## src/rtl/sgack_pkg.sv

```systemverilog
package sgack_pkg;

  // Width of the grant-count configuration code.
  localparam int unsigned CODE_W = 3;

  // Largest number of grants that any defined code asks for.
  localparam int unsigned MAX_GRANTS = 2;

  // Width of the grant counter; it must hold MAX_GRANTS itself.
  localparam int unsigned CNT_W = $clog2(MAX_GRANTS + 1);

  // The highest defined code value; every code above it is reserved.
  localparam int unsigned LAST_DEFINED_CODE = 1;

  // Stages in the reset-release synchroniser.
  localparam int unsigned RST_STAGES = 2;

  // Defined code values.
  typedef enum logic [CODE_W-1:0] {
    GC_ONE_GRANT  = 3'b000,
    GC_TWO_GRANTS = 3'b001
  } grant_code_e;

endpackage

```

## src/rtl/sgack_rst_sync.sv

```systemverilog
module sgack_rst_sync #(
  parameter int unsigned STAGES = 2
) (
  input  logic clk,
  input  logic rst_n,
  output logic rst_n_sync
);

  generate
    if (STAGES < 2) begin : g_single
      logic q;
      always_ff @(posedge clk or negedge rst_n) begin
        if (!rst_n) q <= 1'b0;
        else        q <= 1'b1;
      end
      assign rst_n_sync = q;
    end else begin : g_chain
      logic [STAGES-1:0] chain_q;
      logic [STAGES-1:0] chain_d;
      always_comb chain_d = {chain_q[STAGES-2:0], 1'b1};
      always_ff @(posedge clk or negedge rst_n) begin
        if (!rst_n) chain_q <= '0;
        else        chain_q <= chain_d;
      end
      assign rst_n_sync = chain_q[STAGES-1];
    end
  endgenerate

endmodule

```

## src/rtl/sgack_cfg.sv

```systemverilog
module sgack_cfg #(
  parameter int unsigned CODE_W    = 3,
  parameter int unsigned LAST_CODE = 1
) (
  input  logic              clk,
  input  logic              rst_n,
  input  logic              wr,
  input  logic [CODE_W-1:0] wdata,
  output logic [CODE_W-1:0] code,
  output logic              rsvd_err,
  output logic              lock_err
);

  localparam logic [CODE_W-1:0] LAST_VAL = CODE_W'(LAST_CODE);

  logic [CODE_W-1:0] code_q, code_d;
  logic              locked_q, locked_d;
  logic              rsvd_q, rsvd_d;
  logic              lerr_q, lerr_d;
  logic              wdata_rsvd;
  logic              reg_en;

  always_comb wdata_rsvd = (wdata > LAST_VAL);

  // Next state: one write is accepted per reset, and every later write is refused.
  always_comb begin
    code_d   = code_q;
    locked_d = locked_q;
    rsvd_d   = rsvd_q;
    lerr_d   = lerr_q;
    if (wr) begin
      if (!locked_q) begin
        code_d   = wdata;
        locked_d = 1'b1;
        if (wdata_rsvd) rsvd_d = 1'b1;
      end else begin
        lerr_d = 1'b1;
      end
    end
  end

  always_comb reg_en = wr;

  always_ff @(posedge clk or negedge rst_n) begin
    if (!rst_n) begin
      code_q   <= '0;
      locked_q <= 1'b0;
      rsvd_q   <= 1'b0;
      lerr_q   <= 1'b0;
    end else if (reg_en) begin
      code_q   <= code_d;
      locked_q <= locked_d;
      rsvd_q   <= rsvd_d;
      lerr_q   <= lerr_d;
    end
  end

  assign code     = code_q;
  assign rsvd_err = rsvd_q;
  assign lock_err = lerr_q;

endmodule

```

## src/rtl/sgack_count.sv

```systemverilog
module sgack_count #(
  parameter int unsigned CODE_W = 3,
  parameter int unsigned CNT_W  = 2
) (
  input  logic              clk,
  input  logic              rst_n,
  input  logic [CODE_W-1:0] code,
  input  logic              grant,
  input  logic              seq_start,
  input  logic              ready,
  output logic              req
);

  localparam logic [CNT_W:0]      THR_ONE  = (CNT_W+1)'(1);
  localparam logic [CNT_W:0]      THR_TWO  = (CNT_W+1)'(2);
  localparam logic [CODE_W-1:0]   CODE_TWO = CODE_W'(sgack_pkg::GC_TWO_GRANTS);

  logic [CNT_W-1:0] cnt_q, cnt_d;
  logic             req_q, req_d;
  logic [CNT_W:0]   thresh;
  logic [CNT_W:0]   base;
  logic [CNT_W:0]   sum;
  logic [CNT_W:0]   sum_sat;
  logic             accept;
  logic             slot_free;
  logic             fire;
  logic             cnt_en;

  // Decode the grant threshold. Reserved codes fall back to one grant.
  always_comb begin
    if (code == CODE_TWO) thresh = THR_TWO;
    else                  thresh = THR_ONE;
  end

  always_comb begin
    accept    = req_q & ready;
    slot_free = ~req_q | accept;
    base      = seq_start ? '0 : {1'b0, cnt_q};
    sum       = base + {{CNT_W{1'b0}}, grant};
    sum_sat   = (sum > thresh) ? thresh : sum;
    fire      = slot_free & (sum_sat >= thresh);
    req_d     = fire | (req_q & ~ready);
    cnt_d     = fire ? '0 : sum_sat[CNT_W-1:0];
    cnt_en    = grant | seq_start | fire;
  end

  always_ff @(posedge clk or negedge rst_n) begin
    if (!rst_n)      cnt_q <= '0;
    else if (cnt_en) cnt_q <= cnt_d;
  end

  always_ff @(posedge clk or negedge rst_n) begin
    if (!rst_n) req_q <= 1'b0;
    else        req_q <= req_d;
  end

  assign req = req_q;

endmodule

```

## src/rtl/sgack_unit.sv

```systemverilog
module sgack_unit #(
  parameter int unsigned CODE_W     = sgack_pkg::CODE_W,
  parameter int unsigned MAX_GRANTS = sgack_pkg::MAX_GRANTS,
  parameter int unsigned LAST_CODE  = sgack_pkg::LAST_DEFINED_CODE,
  parameter int unsigned RST_STAGES = sgack_pkg::RST_STAGES
) (
  input  logic              clk,
  input  logic              rst_n,
  input  logic              cfg_wr,
  input  logic [CODE_W-1:0] cfg_wdata,
  input  logic              grant_pulse,
  input  logic              stopclk_start,
  input  logic              ack_ready,
  output logic              ack_req,
  output logic              cfg_rsvd_err,
  output logic              cfg_lock_err
);

  localparam int unsigned CNT_W = $clog2(MAX_GRANTS + 1);

  logic              rst_n_int;
  logic [CODE_W-1:0] code;

  sgack_rst_sync #(.STAGES(RST_STAGES)) u_rst (
    .clk        (clk),
    .rst_n      (rst_n),
    .rst_n_sync (rst_n_int)
  );

  sgack_cfg #(.CODE_W(CODE_W), .LAST_CODE(LAST_CODE)) u_cfg (
    .clk      (clk),
    .rst_n    (rst_n_int),
    .wr       (cfg_wr),
    .wdata    (cfg_wdata),
    .code     (code),
    .rsvd_err (cfg_rsvd_err),
    .lock_err (cfg_lock_err)
  );

  sgack_count #(.CODE_W(CODE_W), .CNT_W(CNT_W)) u_cnt (
    .clk       (clk),
    .rst_n     (rst_n_int),
    .code      (code),
    .grant     (grant_pulse),
    .seq_start (stopclk_start),
    .ready     (ack_ready),
    .req       (ack_req)
  );

endmodule

```

## config.mk

```make
export PLATFORM = sky130hd
export DESIGN_NAME = sgack_unit
export DESIGN_NICKNAME = d
export VERILOG_FILES = /design/src/rtl/sgack_pkg.sv /design/src/rtl/sgack_rst_sync.sv /design/src/rtl/sgack_cfg.sv /design/src/rtl/sgack_count.sv /design/src/rtl/sgack_unit.sv
export SDC_FILE = /design/constraint.sdc
export NUM_CORES = 1
export LEC_CHECK = 0
export BUFFER_PORTS_ARGS = -buffer_cell sky130_fd_sc_hd__buf_4
export CORE_MARGIN = 3
export CORE_UTILIZATION = 30
export CTS_BUF_LIST = sky130_fd_sc_hd__clkbuf_4 sky130_fd_sc_hd__clkbuf_8 sky130_fd_sc_hd__clkbuf_16
export DETAILED_ROUTE_END_ITERATION = 6
export HOLD_SLACK_MARGIN = 0.15
export PLACE_DENSITY = 0.59
export SKIP_CTS_REPAIR_TIMING = 1
export SYNTH_ARGS = -nofsm -noshare
export SYNTH_HDL_FRONTEND = slang
export SYNTH_SLANG_ARGS = --single-unit
```

## constraint.sdc

```tcl
create_clock -name clk -period 0.8 [get_ports clk]
set_input_delay 0.04 -clock clk [delete_from_list [all_inputs] [get_ports clk]]
set_output_delay 0.04 -clock clk [all_outputs]
set_load 0.05 [all_outputs]
```

==> flow_summary_export.csv, run 1 <==
group,metric,value,unit
setup_path,r2r_setup_slack,-2.03,ns
floorplan,die-area,0.00250,sq mm
clock_network,clk_pin_slew,0.07,ns
route,dr_wl_met2,597,um
clock_network,clock_latency,0.27,ns
global_route,grt_max_degree,10,
synth,yosys.area.top_type,"dfrtp_1",
placed_design,place.gp.congestion,0.671,
setup_path,cp_top_family,"simple AND/OR/NAND/NOR gates",
synth,syn_avg_cell_area,12.1,sq um
route,wl_met1,575,um
floorplan,core_area,0.00178,sq mm
setup_path,criticalPathCategory,"reg -> reg",
synth,synthCells,48,
setup_path,cp_slowest_stage_delay,0.45,ns
route,dr.pass1.iters,4,
sta,finClkSkew,0.000594,ns
global_route,grt_pass1_vias,436,
sta,hold_viol,0,
route,wirelength,1.25,mm
layout,drive_gt1_frac,0.506,
sta,setup_ws,-2.03,ns
floorplan,die_height,50.0,um
sta,rsz0062_at_grt,"yes",
layout,layout.nets,99,
clock_network,clk_path_buf_depth,2,
placed_design,dp_cells,94,
floorplan,io_pins,12,
setup_path,cp_slowest_cell,"fa_1",
synth,ys_ff_latch,11,
global_route,grt_pass1_wl,1.84,mm
power_and_ir_drop,p_clk_frac,0.185,
synth,seq_area_frac_synth,0.474,
clock_network,cts_tree,"yes",
clock_network,cts_buffers,3,
job,drv_cap,0,
synth,synth_top_family_by_area,"simple AND/OR/NAND/NOR gates",
sta,fmax,353,MHz
status,violations,"setup timing",
synth,synthSimpleGateAreaFrac,0.157,
setup_path,cp-start-kind,"flop",
layout,instances_no_fill,108,
power_and_ir_drop,power_density,2350,mW/mm^2
layout,fillers,171,
setup_path,cp_max_fo,4,
synth,synth.area.top_cells,"dfrtp_1 (47%), ha_1 (11%), mux2_2 (5.8%), fa_1 (3.4%), mux2i_1 (3.4%)",
setup_path,cp.arrival,3.03,ns
clock_network,root_buffer,"clkbuf_4",
floorplan,initial_core_util,0.326,
status,outcome,"finished with violations",
sta,setup_viol,11,
layout,antenna_cells,0,
sta,holdWs,0.0954,ns
floorplan,die_w,50.0,um
layout,finish.utilization,0.534,
power_and_ir_drop,switching_share,0.324,
power_and_ir_drop,p_comb_frac,0.507,
power_and_ir_drop,p_leak,0.452,nW
route,routedWlPerCell,11.6,um
setup_path,cp-end-kind,"flop",
power_and_ir_drop,switchingPower,0.725,mW
route,detail-route-antenna-nets,0,
layout,seq_area,278,sq um
clock_network,clock_sinks,11,
layout,syn_to_final_growth,64.0,%
synth,synthDistinctLibCells,22,
min_path,holdCritPathClass,"in -> reg",
global_route,grt_antenna_before_repair,0,
sta,fin_crit,2.83,ns
route,vias,470,
synth,synthFlopType,"dfrtp_1",
route,route.detailed.drc,0,
power_and_ir_drop,power.internal,1.51,mW
synth,synthAdderAreaFrac,0.142,
route,drt_iter0_markers,5,
setup_path,required,1.00,ns
sta,period_share,3.54,
synth,synth_nets,63,
route,wl_met3,45,um
synth,synth.top_cell.area_share,0.474,
sta,final-max-slew-violation-count,0,
global_route,grtUsageTotal,0.0953,
route,routed.top_layer,"met4",
power_and_ir_drop,irDropWorstVdd,1200,uV
floorplan,row_count,15,
route,vias_per_cell,4.35,
synth,syn_area,581,sq um
setup_path,path_cells,"or3b_4, fa_1, nor3b_2, o21ai_2, mux2i_2, ha_1, nand2b_4, a221oi_4, nor2_1, o22ai_1",
setup_path,cp_num_buf_inv,0,
synth,synth_edf_count,0,
power_and_ir_drop,p_seq_frac,0.307,
global_route,grt-ovfl-total,0,
synth,synthXorXnorAreaFrac,0,
clock_network,cts_max_level,1,
synth,synth-compound-area-share,0.108,
placed_design,portBuffers,11,
synth,yosysWarningCount,0,
synth,async_reset_ff_frac,1.00,
layout,multi_input_area,335,sq um
synth,synth_mux_area_frac,0.0927,
[kinds of logic after synthesis]
| kind of cell | count (synthesis) |
|---|---|
| fa+ha+maj | 6 |
| flops | 11 |
| compound gates | 7 |
| other cells | 1 |
| mux | 5 |
| simple gates | 15 |
| buf+inv | 3 |
[layout make-up]
| class | count | area share |
|---|---|---|
| clock buffers | 4 | 0.0315 |
| inverters | 3 | 0.0118 |
| flip-flops and latches | 11 | 0.292 |
| repair buffers | 31 | 0.280 |
| well taps | 25 | 0.0329 |
| multi-input cells | 34 | 0.352 |
[synthesized netlist by cell type (all sizes together) (2+ instances only)]
cell type and count:
nand2b 3, ha 5, inv 3, o22ai 2
mux2 3, mux2i 2, nor2b 3, nor2 3
dfrtp 11
[worst paths after layout]
check / from / end / cells after the start
setup / recovery: u_cfg.code[2]$_DFFE_PN0P_ / u_cnt.cnt_q[0]$_DFFE_PN0P_ / 10
hold / removal: ack_ready / u_cnt.req$_DFF_PN0_ / 3
setup reg to reg: u_cfg.code[2]$_DFFE_PN0P_ / u_cnt.cnt_q[0]$_DFFE_PN0P_ / 10
hold reg to reg: u_rst.g_chain.chain_q[1]$_DFF_PN0_ / u_cnt.req$_DFF_PN0_ / 0
max in group asynchronous: rst_n / u_rst.g_chain.chain_q[1]$_DFF_PN0_ / 3
min in group asynchronous: u_rst.g_chain.chain_q[1]$_DFF_PN0_ / u_cnt.req$_DFF_PN0_ / 0
[power groups by stage]
stage / combinational, mW / clock [mW] / sequential (mW)
floorplan: 0.642 / 0 / 0.760
global placement: 0.984 / 0 / 0.698
finish: 1.13 / 0.415 / 0.688
CTS: 1.01 / 0.435 / 0.687
detailed placement: 1.00 / 0 / 0.698
global route: 1.23 / 0.457 / 0.699
[placed cells by master, fill, tap and decap left out, types with 2 or more instances in the layout]
cell type	n
o22ai_1	2
mux2_2	2
buf_4	20
clkbuf_4	4
nor2b_1	3
ha_1	5
dfrtp_1	9
dlygate4sd3_1	6
buf_6	5
nor2_1	3
dfrtp_2	2
inv_1	3
nand2b_4	2
[metrics by stage]
| stage | TNS [ns] | cell area [sq um] | setup slack, ns | power, mW |
|---|---|---|---|---|
| after CTS | -7.13 | 833 | -2.10 | 2.13 |
| after global routing | -7.67 | 952 | -2.17 | 2.39 |
| after detailed placement | -6.54 | 803 | -2.07 | 1.70 |
| after global placement | -6.33 | 803 | -2.00 | 1.68 |
| after floorplan | -6.01 | 614 | -1.93 | 1.40 |
| final | -7.08 | 952 | -2.03 | 2.24 |
[routing by layer]
metal  GRT usage  vias up
met1       0.144      217
li1            -      238
met5           0        -
met4      0.0415        0
met2       0.115       10
met3      0.0363        5
[state kept, by name, summed over array words and instances (netlist names)]
| signal | flops |
|---|---|
| u_cfg.code | 3 |
| u_cnt.cnt_q | 2 |
| u_rst.g_chain.chain_q | 2 |
| u_cfg.lock_err | 1 |
| u_cfg.locked_q | 1 |
| u_cfg.rsvd_err | 1 |
| u_cnt.req | 1 |
[worst register-to-register path, stage by stage, from the launching register on]
cell and delay, ns:
dfrtp_1 0.38, or3b_4 0.40, fa_1 0.45, nor3b_2 0.17, o21ai_2 0.18, mux2i_2 0.27
ha_1 0.26, nand2b_4 0.14, a221oi_4 0.28, nor2_1 0.07, o22ai_1 0.16
Power figures use the tool's default switching activity.
==> run 2, diff against run 1 <==
--- a/config.mk
+++ b/config.mk
@@ -15,4 +15,5 @@
 export SKIP_CTS_REPAIR_TIMING = 1
 export SYNTH_ARGS = -nofsm -noshare
 export SYNTH_HDL_FRONTEND = slang
+export SYNTH_HIERARCHICAL = 1
 export SYNTH_SLANG_ARGS = --single-unit
==> run 2 against run 1 <==
Compared with the run above:
- the run still ends with setup timing left
- count of clock-buffer cells in the layout unchanged
- register-to-register slack got worse by 0.02 ns
- flip-flop and latch count unchanged
- wire length decreased by 11%
- critical path type unchanged
- largest cell class unchanged
==> flow_summary_export.csv, run 2 <==
group,metric,value,unit
route,wirelength,1.12,mm
layout,largest_reg_flops,3,
global_route,grt_pass1_wl,1.79,mm
power_and_ir_drop,power.internal,1.59,mW
power_and_ir_drop,power_density,2430,mW/mm^2
route,drt_iter0_markers,7,
route,vias_per_cell,4.29,
placed_design,dp_hpwl,829,um
synth,async_reset_ff_frac,1.00,
synth,synth_edf_count,0,
clock_network,clk_pin_slew,0.07,ns
floorplan,row_count,15,
setup_path,required,0.98,ns
sta,fmax,351,MHz
route,vias,455,
clock_network,cts_max_level,1,
min_path,holdCritPathClass,"in -> reg",
placed_design,place.gp.congestion,0.699,
power_and_ir_drop,p_leak,0.438,nW
placed_design,dp_cells,95,
layout,seq_area,278,sq um
layout,fillers,169,
synth,ys_ff_latch,11,
sta,hold_viol,0,
job,drv_cap,0,
status,violations,"setup timing",
sta,finClkSkew,0.00161,ns
global_route,grtUsageTotal,0.0926,
power_and_ir_drop,p_comb_frac,0.539,
floorplan,initial_core_util,0.334,
floorplan,die-area,0.00260,sq mm
setup_path,cp.arrival,3.03,ns
power_and_ir_drop,p_seq_frac,0.293,
sta,final-max-slew-violation-count,0,
layout,finish.utilization,0.531,
synth,synthXorXnorAreaFrac,0,
synth,synth.area.top_cells,"dfrtp_1 (45%), ha_1 (10%), mux2_4 (7.4%), fa_1 (3.3%), mux2i_1 (3.3%)",
placed_design,portBuffers,11,
synth,synthAdderAreaFrac,0.136,
global_route,grt_max_degree,10,
synth,synth_top_family_by_area,"simple AND/OR/NAND/NOR gates",
synth,syn_avg_cell_area,12.7,sq um
synth,synthDistinctLibCells,24,
clock_network,root_buffer,"clkbuf_4",
sta,setup_ws,-2.05,ns
layout,multi_input_area,372,sq um
floorplan,die_w,51.0,um
floorplan,die_height,51.0,um
clock_network,clock_sinks,11,
layout,syn_to_final_growth,58.8,%
layout,layout.nets,97,
synth,yosys.area.top_type,"dfrtp_1",
floorplan,io_pins,12,
floorplan,core_area,0.00182,sq mm
layout,instances_no_fill,106,
setup_path,cp_max_fo,4,
synth,synth_mux_area_frac,0.107,
clock_network,cts_buffers,3,
clock_network,cts_tree,"yes",
setup_path,cp-end-kind,"flop",
synth,synth.top_cell.area_share,0.453,
power_and_ir_drop,p_clk_frac,0.168,
sta,fin_tns_setup,-7.45,ns
route,routedWlPerCell,10.5,um
route,route.detailed.drc,0,
clock_network,clk_path_buf_depth,2,
sta,fin_crit,2.85,ns
layout,mostFrequentLayoutCell,"buf_4",
global_route,grt_pass1_vias,457,
clock_network,clock_latency,0.26,ns
route,detail-route-antenna-nets,0,
synth,synth-compound-area-share,0.105,
layout,mostFrequentLayoutCells,"buf_4 (21), dfrtp_1 (9), buf_6 (5)",
sta,setup_viol,12,
setup_path,criticalPathCategory,"reg -> reg",
synth,seq_area_frac_synth,0.453,
power_and_ir_drop,switching_share,0.321,
power_and_ir_drop,irDropWorstVdd,1650,uV
layout,drive_gt1_frac,0.568,
sta,period_share,3.56,
global_route,grt-ovfl-total,0,
route,dr.pass1.iters,3,
synth,synth_common_cells,"dfrtp_1 (11), ha_1 (5), inv_1 (3), mux2_4 (3), nor2b_1 (3)",
power_and_ir_drop,switchingPower,0.753,mW
synth,yosysMostFrequentCell,"dfrtp_1",
synth,yosysWarningCount,6,
status,outcome,"finished with violations",
synth,syn_area,608,sq um
layout,antenna_cells,0,
synth,synthFlopType,"dfrtp_1",
sta,rsz0062_at_grt,"yes",
synth,synth_nets,63,
setup_path,cp-start-kind,"flop",
global_route,grt_antenna_before_repair,0,
synth,synthCells,48,
synth,synthSimpleGateAreaFrac,0.175,
==> run 2: metal layers <==
layer | up-vias | GRT usage | part of all wire
met1 | 215 | 0.130 | 0.49
met3 | 2 | 0.0175 | 0.031
met5 | - | 0 | 0
met2 | 5 | 0.131 | 0.47
li1 | 233 | - | -
met4 | 0 | 0.0538 | 0.0063
==> run 2: cells by family after synthesis <==
kind of cell	after synthesis
AOI/OAI and AO/OA	7
adders and majority gates	6
buffers and inverters	3
DFF	11
muxes	5
other	1
and+or+nand+nor	15
==> run 2: power by group through the flow <==
| stage | clock network, mW | registers [mW] | logic (mW) |
|---|---|---|---|
| 2_1_floorplan | 0 | 0.762 | 0.651 |
| 3_3_place_gp | 0 | 0.698 | 1.05 |
| 3_5_place_dp | 0 | 0.700 | 1.05 |
| 4_1_cts | 0.414 | 0.688 | 1.06 |
| 5_1_grt | 0.439 | 0.697 | 1.39 |
| 6_report | 0.395 | 0.687 | 1.26 |
==> run 2: worst max-delay path, cell delays in order (launching register included) <==
cell,delay [ns]
dfrtp_1,0.37
or3b_4,0.40
fa_1,0.45
nor3b_2,0.17
o21ai_2,0.17
mux2i_2,0.27
ha_1,0.26
nand2b_4,0.15
a221oi_4,0.28
o22ai_1,0.11
o22ai_1,0.14
==> run 2: cell type report <==
| cell class | count | share of cell area |
|---|---|---|
| flip-flops and latches | 11 | 0.288 |
| clock buffers | 4 | 0.0311 |
| repair buffers | 29 | 0.253 |
| multi-input cells | 34 | 0.385 |
| inverters | 3 | 0.0117 |
| well taps | 25 | 0.0324 |
==> run 2: worst paths after layout <==
check                                              startpoint                                 end  slack (ns)  cells after the start
min                                              cfg_wdata[1]           u_cfg/code[1]$_DFFE_PN0P_        0.02                      2
max reg2reg                         u_cfg/code[2]$_DFFE_PN0P_          u_cnt/cnt_q[0]$_DFFE_PN0P_       -2.05                     10
min reg2reg                u_rst/g_chain.chain_q[1]$_DFF_PN0_           u_cfg/code[2]$_DFFE_PN0P_        0.14                      0
min in group asynchronous  u_rst/g_chain.chain_q[1]$_DFF_PN0_           u_cfg/code[2]$_DFFE_PN0P_        0.14                      0
max                                 u_cfg/code[2]$_DFFE_PN0P_          u_cnt/cnt_q[0]$_DFFE_PN0P_       -2.05                     10
max in group asynchronous                               rst_n  u_rst/g_chain.chain_q[1]$_DFF_PN0_        0.06                      3
==> run 2: metrics by stage <==
step | area [sq um] | setup slack [ns] | power (mW) | hold WS [ns]
finish | 966 | -2.05 | 2.34 | 0.0187
global route | 966 | -2.17 | 2.52 | 0.0114
CTS | 856 | -2.12 | 2.17 | -0.465
detailed placement | 826 | -2.09 | 1.75 | -0.177
global placement | 826 | -2.10 | 1.75 | -0.177
floorplan | 629 | -1.96 | 1.41 | -0.256
